## src/rtl/rxmb_pkg.sv

```systemverilog
package rxmb_pkg;
  // per-mailbox word index
  localparam logic [2:0] WD_ID    = 3'd0;
  localparam logic [2:0] WD_CTL   = 3'd1;
  localparam logic [2:0] WD_DLO   = 3'd2;
  localparam logic [2:0] WD_DHI   = 3'd3;
  localparam logic [2:0] WD_STAMP = 3'd4;
  localparam logic [2:0] WD_MASK  = 3'd5;
  // global word index
  localparam logic [2:0] GW_PEND  = 3'd0;
  localparam logic [2:0] GW_LOST  = 3'd1;
  localparam logic [2:0] GW_PROT  = 3'd2;
  localparam logic [2:0] GW_STAT  = 3'd3;
  localparam logic [2:0] GW_TIME  = 3'd4;

  // identifier word bits that take part in matching (30, 29 excluded)
  localparam logic [31:0] ID_CARE = 32'h9FFF_FFFF;

  function automatic logic [31:0] id_word(input logic [28:0] id, input logic ext);
    id_word = ext ? {1'b1, 2'b00, id} : {1'b0, 2'b00, id[10:0], 18'd0};
  endfunction

  function automatic logic [31:0] bytes_hi_first(input logic [31:0] four);
    bytes_hi_first = {four[7:0], four[15:8], four[23:16], four[31:24]};
  endfunction
endpackage

```

## src/rtl/rxmb_rst_sync.sv

```systemverilog
module rxmb_rst_sync (
  input  logic clk,
  input  logic rst_n,
  output logic rst_n_s
);
  logic [1:0] sync_q;

  always_ff @(posedge clk or negedge rst_n) begin
    if (!rst_n) sync_q <= 2'b00;
    else        sync_q <= {sync_q[0], 1'b1};
  end

  assign rst_n_s = sync_q[1];
endmodule

```

## src/rtl/rxmb_timer.sv

```systemverilog
module rxmb_timer #(
  parameter int TS_W = 32
) (
  input  logic            clk,
  input  logic            rst_n,
  output logic [TS_W-1:0] tcnt
);
  logic [TS_W-1:0] cnt_q, cnt_d;

  always_comb cnt_d = cnt_q + 1'b1;

  always_ff @(posedge clk or negedge rst_n) begin
    if (!rst_n) cnt_q <= '0;
    else        cnt_q <= cnt_d;
  end

  assign tcnt = cnt_q;
endmodule

```

## src/rtl/rxmb_filter.sv

```systemverilog
module rxmb_filter import rxmb_pkg::*; #(
  parameter int NUM_MBOX = 8
) (
  input  logic [31:0]                fword,
  input  logic [NUM_MBOX-1:0][31:0]  mb_id,
  input  logic [NUM_MBOX-1:0][31:0]  mb_mask,
  input  logic [NUM_MBOX-1:0]        pend,
  input  logic [NUM_MBOX-1:0]        prot,
  output logic [NUM_MBOX-1:0]        take
);
  for (genvar i = 0; i < NUM_MBOX; i++) begin : g_mb
    logic [31:0] dc;
    logic        hit;
    always_comb begin
      dc   = mb_id[i][30] ? mb_mask[i] : 32'd0;
      hit  = (((fword ^ mb_id[i]) & ID_CARE & ~dc) == 32'd0);
      take[i] = hit & (~pend[i] | ~prot[i]);
    end
  end
endmodule

```

## src/rtl/rxmb_pick.sv

```systemverilog
module rxmb_pick #(
  parameter int N = 8
) (
  input  logic         en,
  input  logic [N-1:0] req,
  output logic [N-1:0] gnt
);
  always_comb begin
    gnt = '0;
    for (int i = 0; i < N; i++) begin
      if (req[i]) gnt = N'(1) << i;
    end
    if (!en) gnt = '0;
  end
endmodule

```

## src/rtl/rx_mbox_bank.sv

```systemverilog
module rx_mbox_bank import rxmb_pkg::*; #(
  parameter int NUM_MBOX = 8,
  parameter int TS_W     = 32,
  parameter int ADDR_W   = 4 + $clog2(NUM_MBOX)
) (
  input  logic                clk,
  input  logic                rst_n,
  input  logic                frm_valid,
  input  logic [28:0]         frm_id,
  input  logic                frm_ext,
  input  logic                frm_rtr,
  input  logic [3:0]          frm_len,
  input  logic [63:0]         frm_data,
  input  logic                reg_wr,
  input  logic [ADDR_W-1:0]   reg_addr,
  input  logic [31:0]         reg_wdata,
  output logic [31:0]         reg_rdata,
  output logic [NUM_MBOX-1:0] rx_pend,
  output logic                rx_drop_irq
);
  localparam int MB_W = ADDR_W - 4;

  logic rst_s;
  logic [TS_W-1:0] tcnt;

  logic [NUM_MBOX-1:0][31:0]     id_q, mask_q, dlo_q, dhi_q;
  logic [NUM_MBOX-1:0][4:0]      ctl_q;
  logic [NUM_MBOX-1:0][TS_W-1:0] ts_q;
  logic [NUM_MBOX-1:0]           pend_q, pend_d, lost_q, lost_d, prot_q, prot_d;
  logic                          drop_q, drop_d;

  logic [NUM_MBOX-1:0] take, st_vec;
  logic [31:0]         fword, dlo_in, dhi_in;

  logic            is_glb;
  logic [MB_W-1:0] mb_sel;
  logic [2:0]      wd;
  logic            glb_wr;

  rxmb_rst_sync u_rst (.clk(clk), .rst_n(rst_n), .rst_n_s(rst_s));

  rxmb_timer #(.TS_W(TS_W)) u_tmr (.clk(clk), .rst_n(rst_s), .tcnt(tcnt));

  always_comb begin
    fword  = id_word(frm_id, frm_ext);
    dlo_in = bytes_hi_first(frm_data[31:0]);
    dhi_in = bytes_hi_first(frm_data[63:32]);
  end

  rxmb_filter #(.NUM_MBOX(NUM_MBOX)) u_flt (
    .fword(fword), .mb_id(id_q), .mb_mask(mask_q),
    .pend(pend_q), .prot(prot_q), .take(take)
  );

  rxmb_pick #(.N(NUM_MBOX)) u_pick (.en(frm_valid), .req(take), .gnt(st_vec));

  // address decode
  always_comb begin
    is_glb = reg_addr[ADDR_W-1];
    mb_sel = reg_addr[ADDR_W-2:3];
    wd     = reg_addr[2:0];
    glb_wr = reg_wr & is_glb;
  end

  // flag next state
  always_comb begin
    pend_d = pend_q;
    lost_d = lost_q;
    prot_d = prot_q;
    drop_d = drop_q;
    if (glb_wr && wd == GW_PEND) pend_d = pend_d & ~reg_wdata[NUM_MBOX-1:0];
    if (glb_wr && wd == GW_LOST) lost_d = lost_d & ~reg_wdata[NUM_MBOX-1:0];
    if (glb_wr && wd == GW_PROT) prot_d = reg_wdata[NUM_MBOX-1:0];
    if (glb_wr && wd == GW_STAT && reg_wdata[0]) drop_d = 1'b0;
    pend_d = pend_d | st_vec;
    lost_d = lost_d | (st_vec & pend_q);
    if (frm_valid && st_vec == '0) drop_d = 1'b1;
  end

  always_ff @(posedge clk or negedge rst_s) begin
    if (!rst_s) begin
      pend_q <= '0;
      lost_q <= '0;
      prot_q <= '0;
      drop_q <= 1'b0;
    end else begin
      pend_q <= pend_d;
      lost_q <= lost_d;
      prot_q <= prot_d;
      drop_q <= drop_d;
    end
  end

  // per-mailbox storage
  for (genvar i = 0; i < NUM_MBOX; i++) begin : g_mb
    logic        wr_id, wr_mask, id_en;
    logic [31:0] id_d;

    always_comb begin
      wr_id   = reg_wr & ~is_glb & (int'(mb_sel) == i) & (wd == WD_ID);
      wr_mask = reg_wr & ~is_glb & (int'(mb_sel) == i) & (wd == WD_MASK);
      id_en   = wr_id | st_vec[i];
      id_d    = st_vec[i] ? {fword[31], id_q[i][30], fword[29:0]} : reg_wdata;
    end

    always_ff @(posedge clk or negedge rst_s) begin
      if (!rst_s) begin
        id_q[i]   <= '0;
        mask_q[i] <= '0;
      end else begin
        if (id_en)   id_q[i]   <= id_d;
        if (wr_mask) mask_q[i] <= reg_wdata;
      end
    end

    // payload: no reset, loaded only on store
    always_ff @(posedge clk) begin
      if (st_vec[i]) begin
        ctl_q[i] <= {frm_rtr, frm_len};
        dlo_q[i] <= dlo_in;
        dhi_q[i] <= dhi_in;
        ts_q[i]  <= tcnt;
      end
    end
  end

  // read mux
  always_comb begin
    reg_rdata = '0;
    if (is_glb) begin
      case (wd)
        GW_PEND: reg_rdata[NUM_MBOX-1:0] = pend_q;
        GW_LOST: reg_rdata[NUM_MBOX-1:0] = lost_q;
        GW_PROT: reg_rdata[NUM_MBOX-1:0] = prot_q;
        GW_STAT: reg_rdata[0]            = drop_q;
        GW_TIME: reg_rdata[TS_W-1:0]     = tcnt;
        default: reg_rdata = '0;
      endcase
    end else if (int'(mb_sel) < NUM_MBOX) begin
      case (wd)
        WD_ID:    reg_rdata            = id_q[mb_sel];
        WD_CTL:   reg_rdata[4:0]       = ctl_q[mb_sel];
        WD_DLO:   reg_rdata            = dlo_q[mb_sel];
        WD_DHI:   reg_rdata            = dhi_q[mb_sel];
        WD_STAMP: reg_rdata[TS_W-1:0]  = ts_q[mb_sel];
        WD_MASK:  reg_rdata            = mask_q[mb_sel];
        default:  reg_rdata = '0;
      endcase
    end
  end

  assign rx_pend     = pend_q;
  assign rx_drop_irq = drop_q;
endmodule

```

## config.mk

```make
export PLATFORM = sky130hd
export DESIGN_NAME = rx_mbox_bank
export DESIGN_NICKNAME = d
export VERILOG_FILES = /design/src/rtl/rxmb_pkg.sv /design/src/rtl/rxmb_rst_sync.sv /design/src/rtl/rxmb_timer.sv /design/src/rtl/rxmb_filter.sv /design/src/rtl/rxmb_pick.sv /design/src/rtl/rx_mbox_bank.sv
export SDC_FILE = /design/constraint.sdc
export NUM_CORES = 2
export LEC_CHECK = 0
export ABC_AREA = 1
export BUFFER_PORTS_ARGS = -buffer_cell sky130_fd_sc_hd__buf_2
export CORE_ASPECT_RATIO = 0.8
export CORE_UTILIZATION = 28
export CTS_CLUSTER_DIAMETER = 60
export DETAILED_ROUTE_END_ITERATION = 10
export PLACE_DENSITY_LB_ADDON = 0.2
export SLEW_MARGIN = 30
export SYNTH_ARGS = -nofsm -noshare
export SYNTH_HDL_FRONTEND = slang
export SYNTH_HIERARCHICAL = 1
export SYNTH_SLANG_ARGS = --single-unit
```

## constraint.sdc

```tcl
create_clock -name clk -period 19.05 [get_ports clk]
set_input_delay 5.715 -clock clk [delete_from_list [all_inputs] [get_ports clk]]
set_output_delay 5.715 -clock clk [all_outputs]
set_load 0.005 [all_outputs]
```

# After elaboration in Yosys (flattened, before gate mapping)
# Cells that the tools add are included.
[totals]
out_inout_bits = 41
reg_bits = 1379
elab_cells = 255
inputBits = 142
[classes]
eq_ne = 12
mux = 48
reduce_logical = 26
magnitude_cmp = 1
add_sub_neg = 1
bitwise = 105
[ops]
columns = ["cell", "count"]
rows = [
  ["$mux 32", 23],
  ["$bmux 32 s3", 5],
  ["$and 32x32->32", 8],
  ["$logic_not 32->1", 8],
  ["$not 32->32", 8],
  ["$xor 32x32->32", 8],
  ["$pmux 27 s5", 1],
  ["$and 1x1->1", 34],
  ["$add 32x1->32 const B", 1],
  ["$mux 8", 4],
  ["$pmux 5 s6", 1],
  ["$pmux 7 s4", 1],
  ["$not 1->1", 25],
  ["$and 8x8->8", 3],
  ["$mux 24", 1],
  ["$eq 3x3->1 const B", 6],
  ["$or 1x1->1", 16],
  ["$or 8x8->8", 2],
  ["$reduce_and 2->1", 8],
  ["$bmux 5 s3", 1],
  ["$eq 3x2->1 const B", 4],
  ["$mux 5", 2],
  ["$logic_not 8->1", 1],
  ["$not 8->8", 1],
  ["other kinds (12)", 21],
]

# Logic depth before layout (Yosys ltp)
[depth]
ltp_word = 17
depth_mapped = 24

# Modules after synthesis
# Netlist, hierarchy kept.
[modules_own_cells]
columns = ["mod", "cells_each", "seq_area_each_um2", "n_inst", "area_per_inst_um2"]
rows = [
  ["rx_mbox_bank", 6149, 37701.2, 1, 58853.9],
  ["rxmb_filter", 1558, 0.0, 1, 6328.6],
  ["rxmb_timer", 219, 800.8, 1, 1838.0],
  ["rxmb_pick", 23, 0.0, 1, 102.6],
  ["rxmb_rst_sync", 3, 50.0, 1, 53.8],
]

# Worst setup path after synthesis
# OpenSTA, ideal clock, no wires.
[synth_timing]
path_type = "in2reg"
start = "in frm_ext"
end = "reg id_q[11] (netlist bit)"
setup_time_ns = 0.146
slack_ns = 4.725
path_stages = 21
path_buffers = 4
arrival_time_ns = 14.180
path_cell_list = "clkbuf_1 clkbuf_1 nand2_1 inv_1 buf_2 inv_2 nand2_1 nand3_1 nand2_1 nor2_1 nand2_1 inv_1 nand2_1 nor2_1 nor2_2 nand3_2 nor2_1 clkinv_1 nand3_2 clkbuf_1 o221ai_1"
[synth_between]
elab_cells_between_ends = 44
cone_classes = "mux (11); bitwise (25); reduce/logical (8)"
[synth_lines]
columns = ["item", "line", "text"]
rows = [
  ["from (decl)", "rx_mbox_bank.sv:10", "input logic frm_ext,"],
  ["$mux 32 (*)", "rxmb_pkg.sv:20", "id_word = ext ? {1'b1, 2'b00, id} : {1'b0, 2'b00, id[10:0], 18'd0};"],
  ["via fword[15]", "rx_mbox_bank.sv:33", "logic [31:0] fword, dlo_in, dhi_in;"],
  ["$xor 32x32->32 (*)", "rxmb_filter.sv:16", "hit = (((fword ^ mb_id[i]) & ID_CARE & ~dc) == 32'd0);"],
  ["$and 32x32->32 (*)", "rxmb_filter.sv:16", ""],
  ["$logic_not 32->1 (*)", "rxmb_filter.sv:16", ""],
  ["$and 1x1->1 (*)", "rxmb_filter.sv:17", "take[i] = hit & (~pend[i] | ~prot[i]);"],
  ["via take[7]", "rx_mbox_bank.sv:32", "logic [NUM_MBOX-1:0] take, st_vec;"],
  ["$mux 8 (*)", "rxmb_pick.sv:11", "if (req[i]) gnt = N'(1) << i;"],
  ["$mux 8 (*)", "rxmb_pick.sv:13", "if (!en) gnt = '0;"],
  ["via st_vec[0]", "rx_mbox_bank.sv:32", ""],
  ["$mux 32 / $or 1x1->1 (equally long branches)", "rx_mbox_bank.sv:103, rx_mbox_bank.sv:102", ""],
  ["to (signal, indexed assignment)", "rx_mbox_bank.sv:111", "if (id_en) id_q[i] <= id_d;"],
  ["to (decl)", "rx_mbox_bank.sv:26", "logic [NUM_MBOX-1:0][31:0] id_q, mask_q, dlo_q, dhi_q;"],
]
# Mark *: on every way through the listed nets, which the timed path passes. The rest lies on a longest branch.
# A chain may end at the register's enable or synchronous reset.

# Worst setup path after layout
[layout_timing]
start = "in reg_addr[3]"
end = "out reg_rdata[31]"
[layout_between]
elab_chain_cells = 4
elab_cells_between_ends = 12
cone_classes = "mux (12)"
[layout_rtl]
columns = ["item", "line", "text"]
rows = [
  ["from (decl)", "rx_mbox_bank.sv:15", "input logic [ADDR_W-1:0] reg_addr,"],
  ["$bmux 32 s3, on equally long branches", "n/a", ""],
  ["$mux 32, on equally long branches", "n/a", ""],
  ["$pmux 27 s5 (*)", "rx_mbox_bank.sv:140", "case (wd)"],
  ["$mux 32 (*)", "rx_mbox_bank.sv:130", "if (is_glb) begin"],
  ["to (decl)", "rx_mbox_bank.sv:17", "output logic [31:0] reg_rdata,"],
]
# Every way passes the cells marked *; elsewhere a longest branch is shown, timed or not. The select of a mux whose other input is x is not followed.

==> results by group <==
Worst setup path
  • Worst path cell trace: buf_8 -> buf_12 -> buf_4 -> nand2_1 -> nand2_1 -> nand2_1 -> nand3_1 -> nand3_1 -> nand3_1 -> o21ai_1 -> nand2_1 -> buf_2
  • Sum of buffers and inverters on the critical path: 4
  • Crit Path Category: primary input to output pin
  • CP Data Arrival Time: approximately 9.8 ns
  • Slowest CP cell: buf_4
  • Cell mode on critical path: nand2_1
  • Max incr delay on CP: roughly 0.86 ns
  • CP required: approximately 13 ns
  • Crit end category: output pin
  • Critical-path maximum fanout: approximately 110
  • Crit path max-delay family: buffers and inverters
  • Startpoint Class: primary input

Final layout
  • Finished Layout Cells: around 11k
  • Layout Nets: 8112
  • Area delta synth->final: 13.25%
  • Fill cell count: 24.83k
  • Share of layout cells above drive strength 1: under 10%

Pwr
  • PwrDens: roughly 94 nW/um^2
  • Leak: 0.03366 uW
  • Peak VDD IR: approximately 0.06 mV
  • Overall power: just over 7000 uW

Global routing
  • Initial antenna violation count: 38
  • GRT overflow: 0
  • Total track usage: between 20 and 25%
  • Pin count of the biggest net entering global routing: 137
  • Routing usage on met2: 34.65%
  • GRT met3 Usage: 7.520%
  • First-pass GRT wire length: around 420000 um
  • Vias in the first global route: around 54k
  • Global routing's busiest layer: met1
  • Met1 Use GR: 35.16%

Clock network
  • # clock sinks: roughly 1.4k
  • H-Tree Depth: 4
  • Clock Pin Slew Worst Setup and Hold Paths: 0.06 ns
  • PostCTS Resize Cnt: 0
  • Skew-Pair Late Insertion Delay: 0.86 ns
  • TritonCTS clock tree: built
  • Hold_buf cts: 0
  • Root Buffer: clkbuf_16
  • Deepest clock path buffer count: 4
  • Setup bufs post-CTS: 0
  • Cts bufs inserted: 161

Placement
  • DP Wirelength: 184800 um
  • GP Congestion: 0.9471
  • Number of I/O port buffers: 182
  • Placed insts: 10.97k
  • Dpl ws: ~3.8 ns

Routing
  • 1st-iter DRT viols: 8159
  • Routed vias: between 50k and 60k
  • Router iterations before antenna repair: 6
  • WL/cell: 26.85 um
  • Routed Antenna Nets: 0
  • Mean number of vias per cell: between 5 and 6
  • DRC: 0
  • Final wirelength: 302000 um

Floorplanning
  • IO Pins: 183
  • Die H: between 400 and 500 um
  • Die area: roughly 240000 um^2
  • Die X: 549.6 um
  • Total core area: ~240000 um^2
  • Site Rows: between 150 and 200
  • Initial Util: 28.22%

Synth
  • Mapped Nets: 8094
  • Cells after synthesis: 7951
  • Synthesis warning total: 6
  • Syn_area_per_cell: 8.448 um^2
  • Post-Syn Area: 67170 um^2

Timing
  • Setup TNS: 0 ns
  • Setup ws final: 3.572 ns
  • Period utilisation layout: 81.25%
  • Fmax: 64.61 MHz
  • Least-Margin Pin Slew: a little over 1 ns
  • Unrepaired setup endpoints after global routing: no
  • Minimum clock period after layout: around 15 ns
  • Slew Limit Fails: 0
  • Slew margin rel.: a little under a third
  • Setup-failing EPs final: 0
  • Fin. Hold Viols: 0
  • Clock skew: 0.08857 ns

Flow run
  • Max-cap violations: 0

Status
  • Outcome: finished clean

Hold path
  • Hold Crit Class: register to asynchronous set/reset pin
==> per-layer routing <==
metal | wire length [um] | part of all wire (%)
met1 | 133900 | 44
met2 | 123200 | 41
met3 | 34980 | 12
met4 | 9806 | 3.2
met5 | 182 | 0.060
==> path summary, 6_finish.rpt <==
path / depth (start not counted) / end / slack [ns] / startpoint
max reg2reg: 14 / dlo_q[183] / 13.57 / id_q[190]
max: 12 / reg_rdata[31] / 3.57 / reg_addr[3]
min in group clk: 0 / u_rst/sync_q[1] / 0.35 / u_rst/sync_q[0]
min: 0 / u_tmr/tcnt[1] / 0.35 / u_rst/sync_q[1]
min reg2reg: 0 / u_tmr/tcnt[1] / 0.35 / u_rst/sync_q[1]
max in group asynchronous: 1 / u_rst/sync_q[1] / 14.26 / rst_n
==> stage by stage <==
step | hold WS (ns) | area (um^2) | utilization (%)
global placement | 0.3370 | 71110 | 29.87
floorplan | 0.3312 | 67170 | -
global route | 0.3569 | 76060 | 31.95
finish | 0.3501 | 76070 | 31.96
CTS | 0.3555 | 76050 | 31.95
detailed placement | 0.3441 | 71160 | 29.90
==> registers in the layout, summed over array words and instances, names as in the netlist <==
name and count:
u_rst/sync_q 2, u_tmr/tcnt 32, prot_q 8, id_q 256
mask_q 256, ctl_q 40, lost_q 8, rx_pend 8
dlo_q 256, ts_q 256, rx_drop_irq 1, dhi_q 256
==> power by group <==
group | switching [uW] | leakage (uW) | internal (uW)
sequential | 111 | 0.0150 | 3270
clock | 1310 | 0.00240 | 1690
combinational | 562 | 0.0163 | 212
total | 1990 | 0.0337 | 5170
==> cells in the final DEF (no fill, tap or decap), types with 4 or more instances in the layout <==
cell           n
o2111ai_1      7
nand3_1      670
buf_6          5
dfrtp_1      570
clkbuf_8       8
nor2_8         5
clkbuf_16    162
inv_1        563
buf_2        179
inv_2         24
clkinvlp_4     7
xor2_1        27
nand2_1     3433
nand2_4        7
inv_6          8
buf_12         4
nand4_1       94
bufinv_16      7
diode_2        5
buf_4        123
nor2_4        21
o221ai_1     216
nand3b_1      22
edfxtp_1     808
o22ai_1        7
clkinv_1      28
xnor2_1        4
a21oi_1       86
o21ai_0      313
nor2_2        19
nand2_2       26
inv_8          4
nor2_1       451
nand3_2        4
o21ai_1       45
o211ai_1      32
clkinv_2      35
clkbuf_1      35
==> cell type report <==
cell class,count,area [um^2],area share (%)
well taps,3159,3953,5.196
clock buffers,204,4282,5.628
diodes,5,12.51,0.01645
flip-flops and latches,1379,38560,50.68
multi-input cells,5506,24330,31.99
clock inverters,75,603.1,0.7928
repair buffers,315,2027,2.665
inverters,606,2307,3.033
Note: power is estimated with default switching activity, not from simulation.
